## src/rtl/txr_pkg.sv

```systemverilog
package txr_pkg;

  typedef enum logic [2:0] {
    S_IDLE = 3'd0,
    S_WAIT = 3'd1,
    S_SEND = 3'd2,
    S_JAM  = 3'd3,
    S_BACK = 3'd4
  } txr_state_e;

  localparam logic [7:0] JAM_BYTE = 8'hAA;
  localparam int         JAM_LEN  = 4;

endpackage

```

## src/rtl/txr_lfsr.sv

```systemverilog
// Free-running Galois LFSR used as the backoff random source.
module txr_lfsr #(
  parameter int          W    = 16,
  parameter logic [W-1:0] TAPS = 16'hB400,
  parameter logic [W-1:0] SEED = 16'hACE1
) (
  input  logic         clk,
  input  logic         rst_n,
  output logic [W-1:0] rnd
);

  logic [W-1:0] s_q, s_n;

  always_comb begin
    s_n = {1'b0, s_q[W-1:1]};
    if (s_q[0]) s_n = s_n ^ TAPS;
  end

  always_ff @(posedge clk or negedge rst_n) begin
    if (!rst_n) s_q <= SEED;
    else        s_q <= s_n;
  end

  assign rnd = s_q;

endmodule

```

## src/rtl/txr_backoff.sv

```systemverilog
// Truncated binary exponential backoff timer, counted in slot times.
module txr_backoff #(
  parameter int SLOT_BYTES = 64,
  parameter int BO_LIMIT   = 10,
  parameter int CNT_W      = 5
) (
  input  logic             clk,
  input  logic             rst_n,
  input  logic             load,
  input  logic [CNT_W-1:0] ncol,
  input  logic [15:0]      rnd,
  output logic             done
);

  localparam int TICK_W = (SLOT_BYTES > 2) ? $clog2(SLOT_BYTES) : 1;

  logic [BO_LIMIT-1:0] mask, draw;
  logic [BO_LIMIT-1:0] slots_q, slots_n;
  logic [TICK_W-1:0]   tick_q, tick_n;
  logic                run_q, run_n;

  // exponent k = min(ncol, BO_LIMIT); mask holds k low ones
  always_comb begin
    for (int i = 0; i < BO_LIMIT; i++) begin
      mask[i] = (32'(ncol) > i);
    end
    draw = rnd[BO_LIMIT-1:0] & mask;
  end

  assign done = run_q && (slots_q == '0);

  always_comb begin
    run_n   = run_q;
    slots_n = slots_q;
    tick_n  = tick_q;
    if (load) begin
      run_n   = 1'b1;
      slots_n = draw;
      tick_n  = '0;
    end else if (run_q) begin
      if (slots_q == '0) begin
        run_n = 1'b0;
      end else if (tick_q == TICK_W'(SLOT_BYTES - 1)) begin
        tick_n  = '0;
        slots_n = slots_q - BO_LIMIT'(1);
      end else begin
        tick_n = tick_q + TICK_W'(1);
      end
    end
  end

  always_ff @(posedge clk or negedge rst_n) begin
    if (!rst_n) begin
      run_q   <= 1'b0;
      slots_q <= '0;
      tick_q  <= '0;
    end else begin
      run_q   <= run_n;
      slots_q <= slots_n;
      tick_q  <= tick_n;
    end
  end

endmodule

```

## src/rtl/txr_addr.sv

```systemverilog
// Per-frame base register and DMA current pointer.
module txr_addr #(
  parameter int ADDR_W = 16
) (
  input  logic              clk,
  input  logic              rst_n,
  input  logic              load,
  input  logic [ADDR_W-1:0] load_val,
  input  logic              step,
  input  logic              rewind,
  input  logic              commit,
  output logic [ADDR_W-1:0] base_addr,
  output logic [ADDR_W-1:0] cur_addr
);

  logic [ADDR_W-1:0] base_n, cur_n, cur_inc;

  assign cur_inc = cur_addr + ADDR_W'(1);

  always_comb begin
    base_n = base_addr;
    cur_n  = cur_addr;
    if (load) begin
      base_n = load_val;
      cur_n  = load_val;
    end else begin
      if (step)   cur_n  = cur_inc;
      if (commit) base_n = cur_inc;
      if (rewind) cur_n  = base_addr;
    end
  end

  always_ff @(posedge clk or negedge rst_n) begin
    if (!rst_n) begin
      base_addr <= '0;
      cur_addr  <= '0;
    end else begin
      base_addr <= base_n;
      cur_addr  <= cur_n;
    end
  end

endmodule

```

## src/rtl/txr_retry_dma.sv

```systemverilog
module txr_retry_dma #(
  parameter int ADDR_W     = 16,
  parameter int LEN_W      = 12,
  parameter int CHAIN_W    = 4,
  parameter int SLOT_BYTES = 64,
  parameter int MAX_RETRY  = 15,
  parameter int BO_LIMIT   = 10,
  localparam int ATT_W     = $clog2(MAX_RETRY + 2)
) (
  input  logic               clk,
  input  logic               rst_n,
  input  logic               start,
  input  logic [ADDR_W-1:0]  start_addr,
  input  logic [LEN_W-1:0]   frame_len,
  input  logic [CHAIN_W-1:0] chain_len,
  input  logic               medium_idle,
  input  logic               col,
  output logic               mem_rd_en,
  output logic [ADDR_W-1:0]  mem_addr,
  input  logic [7:0]         mem_rd_data,
  output logic               tx_valid,
  output logic [7:0]         tx_data,
  output logic               tx_done,
  output logic               tx_abort,
  output logic               abort_late,
  output logic [ATT_W-1:0]   attempts,
  output logic               busy
);

  import txr_pkg::*;

  localparam logic [ATT_W-1:0] COL_CAP = ATT_W'(MAX_RETRY + 1);

  // reset: asserted asynchronously, released on the clock
  logic [1:0] rsync_q;
  logic       rst_i_n;

  always_ff @(posedge clk or negedge rst_n) begin
    if (!rst_n) rsync_q <= 2'b00;
    else        rsync_q <= {rsync_q[0], 1'b1};
  end
  assign rst_i_n = rsync_q[1];

  txr_state_e         st_q, st_n;
  logic [LEN_W-1:0]   bcnt_q, bcnt_n, len_q, len_n;
  logic [1:0]         jcnt_q, jcnt_n;
  logic [ATT_W-1:0]   ncol_q, ncol_n, att_q, att_n;
  logic [CHAIN_W-1:0] left_q, left_n;
  logic               late_q, late_n, latef_q, latef_n;
  logic               done_n, abort_n;
  logic               issue, jam_out;
  logic               a_load, a_step, a_rewind, a_commit, bo_load, bo_done;
  logic               last_byte, last_frame, late_now;
  logic [ADDR_W-1:0]  base_addr, cur_addr;
  logic [15:0]        rnd;

  txr_addr #(.ADDR_W(ADDR_W)) u_addr (
    .clk(clk), .rst_n(rst_i_n), .load(a_load), .load_val(start_addr),
    .step(a_step), .rewind(a_rewind), .commit(a_commit),
    .base_addr(base_addr), .cur_addr(cur_addr)
  );

  txr_lfsr #(.W(16)) u_lfsr (.clk(clk), .rst_n(rst_i_n), .rnd(rnd));

  txr_backoff #(
    .SLOT_BYTES(SLOT_BYTES), .BO_LIMIT(BO_LIMIT), .CNT_W(ATT_W)
  ) u_bo (
    .clk(clk), .rst_n(rst_i_n), .load(bo_load), .ncol(ncol_q),
    .rnd(rnd), .done(bo_done)
  );

  assign last_byte  = ({1'b0, bcnt_q} + (LEN_W + 1)'(1)) >= {1'b0, len_q};
  assign last_frame = left_q <= CHAIN_W'(1);
  assign late_now   = bcnt_q >= LEN_W'(SLOT_BYTES);

  always_comb begin
    st_n     = st_q;
    bcnt_n   = bcnt_q;
    jcnt_n   = jcnt_q;
    ncol_n   = ncol_q;
    late_n   = late_q;
    len_n    = len_q;
    left_n   = left_q;
    att_n    = att_q;
    latef_n  = latef_q;
    done_n   = 1'b0;
    abort_n  = 1'b0;
    issue    = 1'b0;
    jam_out  = 1'b0;
    a_load   = 1'b0;
    a_step   = 1'b0;
    a_rewind = 1'b0;
    a_commit = 1'b0;
    bo_load  = 1'b0;
    case (st_q)
      S_IDLE: if (start) begin
        a_load = 1'b1;
        len_n  = frame_len;
        left_n = chain_len;
        ncol_n = '0;
        st_n   = S_WAIT;
      end
      S_WAIT: if (medium_idle) begin
        bcnt_n = '0;
        st_n   = S_SEND;
      end
      S_SEND: begin
        if (col) begin
          ncol_n = ncol_q + ATT_W'(1);
          late_n = late_now;
          jcnt_n = '0;
          st_n   = S_JAM;
        end else begin
          issue  = 1'b1;
          a_step = 1'b1;
          bcnt_n = bcnt_q + LEN_W'(1);
          if (last_byte) begin
            a_commit = 1'b1;
            done_n   = 1'b1;
            att_n    = ncol_q;
            latef_n  = 1'b0;
            ncol_n   = '0;
            left_n   = left_q - CHAIN_W'(1);
            st_n     = last_frame ? S_IDLE : S_WAIT;
          end
        end
      end
      S_JAM: begin
        issue   = 1'b1;
        jam_out = 1'b1;
        jcnt_n  = jcnt_q + 2'd1;
        if (jcnt_q == 2'(JAM_LEN - 1)) begin
          if (late_q || (ncol_q == COL_CAP)) begin
            abort_n = 1'b1;
            att_n   = ncol_q;
            latef_n = late_q;
            ncol_n  = '0;
            st_n    = S_IDLE;
          end else begin
            bo_load = 1'b1;
            st_n    = S_BACK;
          end
        end
      end
      S_BACK: if (bo_done) begin
        a_rewind = 1'b1;
        st_n     = S_WAIT;
      end
      default: st_n = S_IDLE;
    endcase
  end

  always_ff @(posedge clk or negedge rst_i_n) begin
    if (!rst_i_n) begin
      st_q    <= S_IDLE;
      bcnt_q  <= '0;
      jcnt_q  <= '0;
      ncol_q  <= '0;
      late_q  <= 1'b0;
      len_q   <= '0;
      left_q  <= '0;
      att_q   <= '0;
      latef_q <= 1'b0;
    end else begin
      st_q    <= st_n;
      bcnt_q  <= bcnt_n;
      jcnt_q  <= jcnt_n;
      ncol_q  <= ncol_n;
      late_q  <= late_n;
      len_q   <= len_n;
      left_q  <= left_n;
      att_q   <= att_n;
      latef_q <= latef_n;
    end
  end

  // output stage
  always_ff @(posedge clk or negedge rst_i_n) begin
    if (!rst_i_n) begin
      tx_valid <= 1'b0;
      tx_data  <= '0;
      tx_done  <= 1'b0;
      tx_abort <= 1'b0;
    end else begin
      tx_valid <= issue;
      tx_done  <= done_n;
      tx_abort <= abort_n;
      if (issue) tx_data <= jam_out ? JAM_BYTE : mem_rd_data;
    end
  end

  assign mem_rd_en  = (st_q == S_SEND);
  assign mem_addr   = cur_addr;
  assign attempts   = att_q;
  assign abort_late = latef_q;
  assign busy       = (st_q != S_IDLE);

endmodule

```

## config.mk

```make
export PLATFORM = sky130hd
export DESIGN_NAME = txr_retry_dma
export DESIGN_NICKNAME = d
export VERILOG_FILES = /design/src/rtl/txr_pkg.sv /design/src/rtl/txr_lfsr.sv /design/src/rtl/txr_backoff.sv /design/src/rtl/txr_addr.sv /design/src/rtl/txr_retry_dma.sv
export SDC_FILE = /design/constraint.sdc
export NUM_CORES = 1
export LEC_CHECK = 0
export BUFFER_PORTS_ARGS = -buffer_cell sky130_fd_sc_hd__buf_2
export CORE_MARGIN = 3
export CORE_UTILIZATION = 45
export CTS_BUF_LIST = sky130_fd_sc_hd__clkbuf_4
export CTS_CLUSTER_SIZE = 10
export DETAILED_ROUTE_END_ITERATION = 6
export PLACE_DENSITY = 0.65
export SLEW_MARGIN = 20
export SYNTH_ARGS = -nofsm -noshare
export SYNTH_HDL_FRONTEND = slang
export SYNTH_HIERARCHICAL = 1
export SYNTH_SLANG_ARGS = --single-unit
```

## constraint.sdc

```tcl
create_clock -name clk -period 4.75 [get_ports clk]
set_clock_uncertainty 0.1 [all_clocks]
set_input_delay 0.95 -clock clk [delete_from_list [all_inputs] [get_ports clk]]
set_output_delay 0.95 -clock clk [all_outputs]
set_load 0.05 [all_outputs]
```

# ---- After elaboration in Yosys (flattened, before gate mapping)
# Cells that the tools add are included.
dict set report classes {
  addsub 8
  magnitude_cmp 13
  n_eq_ne 17
  n_mux 69
  bitwise 2
  reduce_logical 23
}
# op n
set op_table {}
lappend op_table {{$mux W16} 6}
lappend op_table {{$mux W5} 9}
lappend op_table {{$mux W10} 4}
lappend op_table {{$mux W1} 24}
lappend op_table {{$mux W12} 2}
lappend op_table {{$mux W6} 4}
lappend op_table {{$pmux W12 S2} 1}
lappend op_table {{$mux W3} 7}
lappend op_table {{$gt A5 B3 Y1 const B} 4}
lappend op_table {{$add A16 B1 Y16 const B} 1}
lappend op_table {{$ne A2 B2 Y1 const B} 8}
lappend op_table {{$pmux W3 S5} 1}
lappend op_table {{$pmux W5 S3} 1}
lappend op_table {{$reduce_and A5 Y1} 3}
lappend op_table {{$add A12 B1 Y13 const B} 1}
lappend op_table {{$ge A13 B12 Y1} 1}
lappend op_table {{$add A12 B1 Y12 const B} 1}
lappend op_table {{$ge A12 B7 Y1 const B} 1}
lappend op_table {{$mux W4} 3}
lappend op_table {{$reduce_bool A2 Y1} 6}
lappend op_table {{$and A10 B10 Y10} 1}
lappend op_table {{$gt A5 B1 Y1 const B} 2}
lappend op_table {{$gt A5 B2 Y1 const B} 2}
lappend op_table {{$gt A5 B4 Y1 const B} 2}
lappend op_table {{other kinds (29)} 37}
dict set report word_totals {
  reg_bits 123
  in_bits 45
  out_inout_bits 35
  elab_cells 152
}

# ---- Logic depth before layout (Yosys ltp)
# Gate-level depths: netlist of run 1.
dict set report depth {
  word_depth 7
  mapped_depth 15
  ltp_nobuf 15
}

# ---- Modules after synthesis
# Netlist of run 1, hierarchy kept.
# mod n_inst cells_per_inst area_per_inst_um2 seq_area_each_um2
set by_module_without_submodules {}
lappend by_module_without_submodules {txr_retry_dma 1 318 3163.0 1451.4}
lappend by_module_without_submodules {txr_addr 1 223 1951.9 800.8}
lappend by_module_without_submodules {txr_backoff 1 129 1121.1 425.4}
lappend by_module_without_submodules {txr_lfsr 1 32 534.3 410.4}

# ---- Worst setup path after synthesis of run 1
# OpenSTA, ideal clock, no wires.
dict set report synth_path {
  path_kind {reg2reg}
  startpoint {reg bcnt_q[3]}
  endpoint {reg u_addr.base_addr[10]}
  setup_time_ns 0.095
  arrival_time_ns 2.978
  required_ns 4.555
  path_slack_ns 1.577
  path_stages_with_launch 15
  path_buffers 1
  synth_period_minus_slack_ns 3.173
  cell_sequence {dfrtp_1 -> and3_1 -> nand2_1 -> nor2_1 -> nand3_1 -> xnor2_1 -> ha_1 -> a21o_2 -> a21oi_1 -> nand2_1 -> a211oi_2 -> nor2_1 -> clkbuf_1 -> nor3b_1 -> o31ai_1}
}
dict set report synth_between {
  elab_chain_cells 6
}
# element line_no
set synth_lines {}
lappend synth_lines {{start: declaration} txr_retry_dma.sv:45} ;# logic [LEN_W-1:0] bcnt_q, bcnt_n, len_q, len_n;
lappend synth_lines {{start signal: assignment} txr_retry_dma.sv:166} ;# bcnt_q <= bcnt_n;
lappend synth_lines {{$add A12 B1 Y13} txr_retry_dma.sv:72} ;# assign last_byte = ({1'b0, bcnt_q} + (LEN_W + 1)'(1)) >= {1'b0, len_q};
lappend synth_lines {{$ge A13 B12 Y1} txr_retry_dma.sv:72}
lappend synth_lines {{$mux W1} txr_retry_dma.sv:117} ;# if (last_byte) begin
lappend synth_lines {{$mux W1} txr_retry_dma.sv:108} ;# if (col) begin
lappend synth_lines {{$mux W1} txr_retry_dma.sv:95} ;# case (st_q)
lappend synth_lines {{net a_commit} txr_retry_dma.sv:52} ;# logic a_load, a_step, a_rewind, a_commit, bo_load, bo_done;
lappend synth_lines {{$reduce_bool A2 Y1 (no source line)} --}
lappend synth_lines {{end signal: assignment} txr_addr.sv:38} ;# base_addr <= base_n;
lappend synth_lines {{end: declaration} txr_addr.sv:12} ;# output logic [ADDR_W-1:0] base_addr,
# The timed path passes the listed nets, and every way through them passes these cells.
# A chain may end at the register's enable or synchronous reset.

# ---- Worst setup path in the final report of run 1
dict set report layout_path {
  startpoint {reg bcnt_q[2]}
  endpoint {reg u_addr.base_addr[15]}
}
# The elaborated chain is that of the path after synthesis.

==> results_dict.tcl, run 1 <==
set metrics [dict create \
    outcome "finished, final reports clean" \
    synth.avg_cell_area_um2 9.653 \
    core_um2 14590 \
    rows 44 \
    wirelength_um 16450 \
    cts.path.max_buffers 2 \
    worstPathCellList "nand3_1 -> nor2_1 -> nand3_1 -> xnor2_1 -> ha_1 -> a21o_2 -> a21oi_1 -> nand2_1 -> a211oi_2 -> nor2_1 -> buf_4 -> nand2b_1 -> inv_1 -> o211ai_1 -> nand3_1" \
    relSlewSlack_pct 56.23 \
    numCtsBuffers 17 \
    cts-root-buf "clkbuf_4" \
    dr.pass1.iters 7 \
    fin_nets 834 \
    critPathMaxStageDelay_ps 520 \
    cp.required_ps 5080 \
    cts_repair_resize_count 0 \
    critPathSlowestCell "a211oi_2" \
    yosysWarnings 6 \
    drc 0 \
    rr_startpoint "bcnt_q[2]" \
    ff2ff_path_depth 15 \
    layout_setup_ws_ps 955.9 \
    dieArea_um2 16500 \
    dpl.hpwl_um 11440 \
    hold_viol 0 \
    post_drt_wl_per_cell_um 17.09 \
    antenna_left 0 \
    route.vias.total 5639 \
    die_h_um 128.5 \
    powerDensity_nw_per_um2 587.8 \
    drive_gt1_share_pct 21.82 \
    dr.first_iter.drc_count 517 \
    hp-class "input port to async pin" \
    cts_tree "built" \
    synthToLayoutAreaGrowth_pct 11.48 \
    cts_max_level 4 \
    fin_setup_tns_ps 0 \
    maxCapViolCount 0 \
    antenna_found_initial 0 \
    final.fill_count 1339 \
    diodes 0 \
    worst_pin_slew_ps 655.0 \
    crit_fanout 24 \
    netlist_instances 699 \
    grt_max_degree 51 \
    viasPerCell 5.856 \
    grt_pass1_wl_um 27460 \
    post_cts_buffers 0 \
    io_pins 80 \
    setup_viol 0 \
    place.gp.congestion 0.9340 \
    min_period_ps 3794 \
    slew_viol_final 0 \
    clkSlewWorstSetupHoldPaths_ps 120 \
    post-route-period-util_pct 79.88 \
    synthesis.nets 767 \
    critPathArrivalTime_ps 4120 \
    cts_hold_buf 0 \
    grt_pass1_vias 5471 \
    grt_usage_pct 20.76 \
    startpoint_type "register" \
    crit_top_cell "nand3_1" \
    rsz0062_at_grt "no" \
    worstSetupEndpointType "register" \
    grt_overflow 0 \
    clock-sinks 123 \
    insertion_delay_ps 550 \
    fmax_ghz 0.2636 \
    initial_core_util_pct 46.25 \
    dieWidth_um 128.5 \
    netlist_area_um2 6748 \
    port_buffers 79 \
    pre_cts_ws_ps 1047 \
    r2r_slack_ps 960 \
    ir_drop_v 0.0003402 \
    path_class "register to register" \
    reg2reg_to "u_addr/base_addr[15]" \
    p_leak_nw 3.426 \
]
## placed cells by master (no fill, tap or decap), drive strengths merged, types with 10 or more instances in the layout
master and count:
nand2 69, ha 23, o221ai 10, xnor2 13, a22o 10, nor3 11, inv 34, clkbuf 18
xor2 14, nand4 14, or3 15, a21oi 34, nand3 36, dfrtp 115, buf 87, clkinv 11
nor2 43, o21ai 54
## layer usage
layer	vias to the layer above	wire, um	share of wire, %	track usage (%)
li1	2668	-	-	-
met1	2782	7508	46	28.47
met2	165	7833	48	33.10
met3	24	834	5.1	4.193
met4	0	276	1.7	6.866
met5	-	0	0	0
## where the power goes
group,switching (W),internal (W)
clock network,0.000423,0.000318
logic,0.00123,0.000698
registers,0.000370,0.00138
total,0.00202,0.00240
## through the flow
step                      cell area, um^2  std cells  power [W]  util, %  hold WS (ps)
final                                7522        963   0.004421    51.56         76.48
after global routing                 7522        963   0.004761    51.56         26.07
after CTS                            7522        963   0.004456    51.56         27.11
after detailed placement             7238        931   0.003701    49.61         154.9
after global placement               7238        931   0.003623    49.61         152.7
after floorplan                      6748        699   0.003191        -         231.2
## how the worst max path moves through the flow
stage	cells after the start	end	slack (ps)	from
CTS	15	u_addr/base_addr[15]	1020	bcnt_q[2]
detailed placement	15	u_addr/base_addr[15]	1050	bcnt_q[2]
global route	15	u_addr/base_addr[15]	590	bcnt_q[2]
global placement	14	u_addr/base_addr[15]	1200	bcnt_q[3]
finish	15	u_addr/base_addr[15]	960	bcnt_q[2]
floorplan	0	abort_late	980	rsync_q[1]
## worst max-delay path: cells and delay by family (launching register included)
kind	cells	cell delay, ps
AND/OR/NAND/NOR	7	1360
adder cells (fa/ha/maj)	1	180
AO/OA/AOI/OAI	4	1040
flip-flops	1	490
XOR/XNOR	1	160
buffers and inverters	2	320
## state kept, by name (all words and copies together) (netlist names), 4 cells and up
name              cells
attempts              5
bcnt_q               12
left_q                4
len_q                12
ncol_q                5
tx_data               8
u_addr/base_addr     16
u_addr/cur_addr      16
u_bo/slots_q         10
u_bo/tick_q           6
u_lfsr/rnd           16
## cell type report
type	count	area, um^2	area share [%]
well taps	184	230.2	3.061
flip-flops and latches	123	3092	41.10
multi-input cells	501	3324	44.19
repair buffers	87	455.4	6.055
clock inverters	14	148.9	1.979
clock buffers	18	135.1	1.796
inverters	36	136.4	1.813
Power figures use the tool's default switching activity.
==> inputs of run 2 (changes only) <==
Settings changed: PLACE_DENSITY 0.65 to 0.68.
Clock period 4.75 ns to 3.1 ns, I/O delays scaled along.
==> results_dict.tcl, run 2 (synthesized netlist as in run 1, its figures left out) <==
set metrics [dict create \
    grt_pass1_vias 5672 \
    min_period_ps 3010 \
    placed_cell_area_um2 7406 \
    insertion_delay_ps 540 \
    drc 0 \
    final_cell_area_um2 7893 \
    startpoint_type "register" \
    io_pins 80 \
    viasPerCell 5.805 \
    post-route-period-util_pct 97.11 \
    hold_viol 0 \
    setup_viol 0 \
    core_um2 14590 \
    multi_input_area_um2 3442 \
    power.total_w 0.007003 \
    area.sequential_um2 3097 \
    grt_usage_pct 20.76 \
    maxCapViolCount 0 \
    die_h_um 128.5 \
    cts_tree "built" \
    dr.pass1.iters 5 \
    dieWidth_um 128.5 \
    powerDensity_nw_per_um2 887.3 \
    relSlewSlack_pct 53.28 \
    crit_fanout 7 \
    initial_core_util_pct 46.25 \
    fin_setup_tns_ps 0 \
    route.vias.total 5730 \
    dieArea_um2 16500 \
    drive_gt1_share_pct 26.56 \
    clock-sinks 123 \
    post_drt_wl_per_cell_um 16.97 \
    rows 44 \
    cp.required_ps 3490 \
    p_leak_nw 3.599 \
    layout_commonest_cell "dfrtp_1" \
    critPathArrivalTime_ps 3400 \
    port_buffers 79 \
    wirelength_um 16750 \
    grt_max_degree 71 \
    cts-root-buf "clkbuf_4" \
    fmax_ghz 0.3322 \
    grt_overflow 0 \
    dr.first_iter.drc_count 339 \
    cts.path.max_buffers 2 \
    grt_pass1_wl_um 27940 \
    place.gp.congestion 0.9081 \
    final.fill_count 1299 \
    numCtsBuffers 17 \
    hp-class "input port to register" \
    worst_pin_slew_ps 700.8 \
    worstSetupEndpointType "register" \
    dpl.hpwl_um 11640 \
    antenna_left 0 \
    clkSlewWorstSetupHoldPaths_ps 120 \
    fin_nets 857 \
    layout_common_cells "110 x dfrtp_1, 79 x buf_2, 65 x nand2_1" \
    path_class "register to register" \
    ir_drop_v 0.0005855 \
    cts_max_level 4 \
    fin_util_pct 54.10 \
    slew_viol_final 0 \
    synthToLayoutAreaGrowth_pct 16.97 \
    outcome "finished, final reports clean" \
    antenna_found_initial 1 \
]
run 2: changes by cell type in the layout (fill, tap and decap cells not counted), sizes merged:
cell / before / now
buf: 87 / 109
bufinv: 2 / 4
clkbuf: 18 / 20
clkinv: 11 / 8
clkinvlp: 3 / 2
diode: 0 / 1
dlygate4sd3: 0 / 1
run 2: worst max-delay path, cell delays in order, from the launching register on:
cell and delay, ps:
dfrtp_2 500, ha_4 160, nand3_1 100, buf_4 170, xnor2_2 140, ha_1 320, and4_4 240, nand2_1 90
a21boi_2 190, a211oi_4 70, nor2_4 190, nand2b_1 90, or4_1 490, nand3_1 100
run 2: area by class of cell:
class	instances	area share, %
clock inverter	12	2.172
timing repair buffer	110	8.402
tap	184	2.917
inverter	36	1.728
sequential	123	39.24
clock buffer	20	1.902
multi-input combinational	501	43.61
antenna	1	0.03171
run 2: final timing paths:
check | startpoint | to | slack [ps] | depth (start not counted)
min in group asynchronous | rsync_q[1] | u_addr/cur_addr[3] | 280 | 0
max in group asynchronous | rsync_q[1] | u_lfsr/rnd[6] | 1770 | 1
worst max register to register | bcnt_q[0] | u_addr/base_addr[15] | 90 | 13
worst max-delay path | bcnt_q[0] | u_addr/base_addr[15] | 90 | 13
worst min register to register | rsync_q[0] | rsync_q[1] | 260 | 0
worst min-delay path | frame_len[3] | len_q[3] | 180 | 3
run 2: metrics by stage:
stage	hold WS, ps	std cells	setup WS, ps
2_1_floorplan	224.4	699	-73.36
3_3_place_gp	242.0	950	51.37
3_5_place_dp	237.2	950	-59.33
4_1_cts	143.2	983	24.04
5_1_grt	161.2	987	-34.56
6_report	182.5	987	89.58
run 2: repair_timing:
item                                   4_1_cts  5_1_grt
resized for setup                            5       28
hold buffers                                 1        0
endpoints found under the hold margin        2        0
setup endpoints to repair                    9       27
buffers inserted                             0        3
pin swaps                                    0       11
run 2: metal layers:
| metal | part of all wire [%] | global-route usage, % | up-vias |
|---|---|---|---|
| met4 | 1.6 | 5.930 | 0 |
| li1 | - | - | 2722 |
| met1 | 46 | 28.43 | 2834 |
| met2 | 47 | 33.04 | 154 |
| met5 | 0 | 0 | - |
| met3 | 5.5 | 4.940 | 20 |
run 2: where the power goes:
group / total, W / internal (W) / switching [W] / leakage, nW
combinational: 0.00303 / 0.00113 / 0.00191 / 1.90
clock: 0.00128 / 0.000663 / 0.000613 / 0.171
sequential: 0.00269 / 0.00212 / 0.000575 / 1.52
total: 0.00700 / 0.00391 / 0.00310 / 3.60
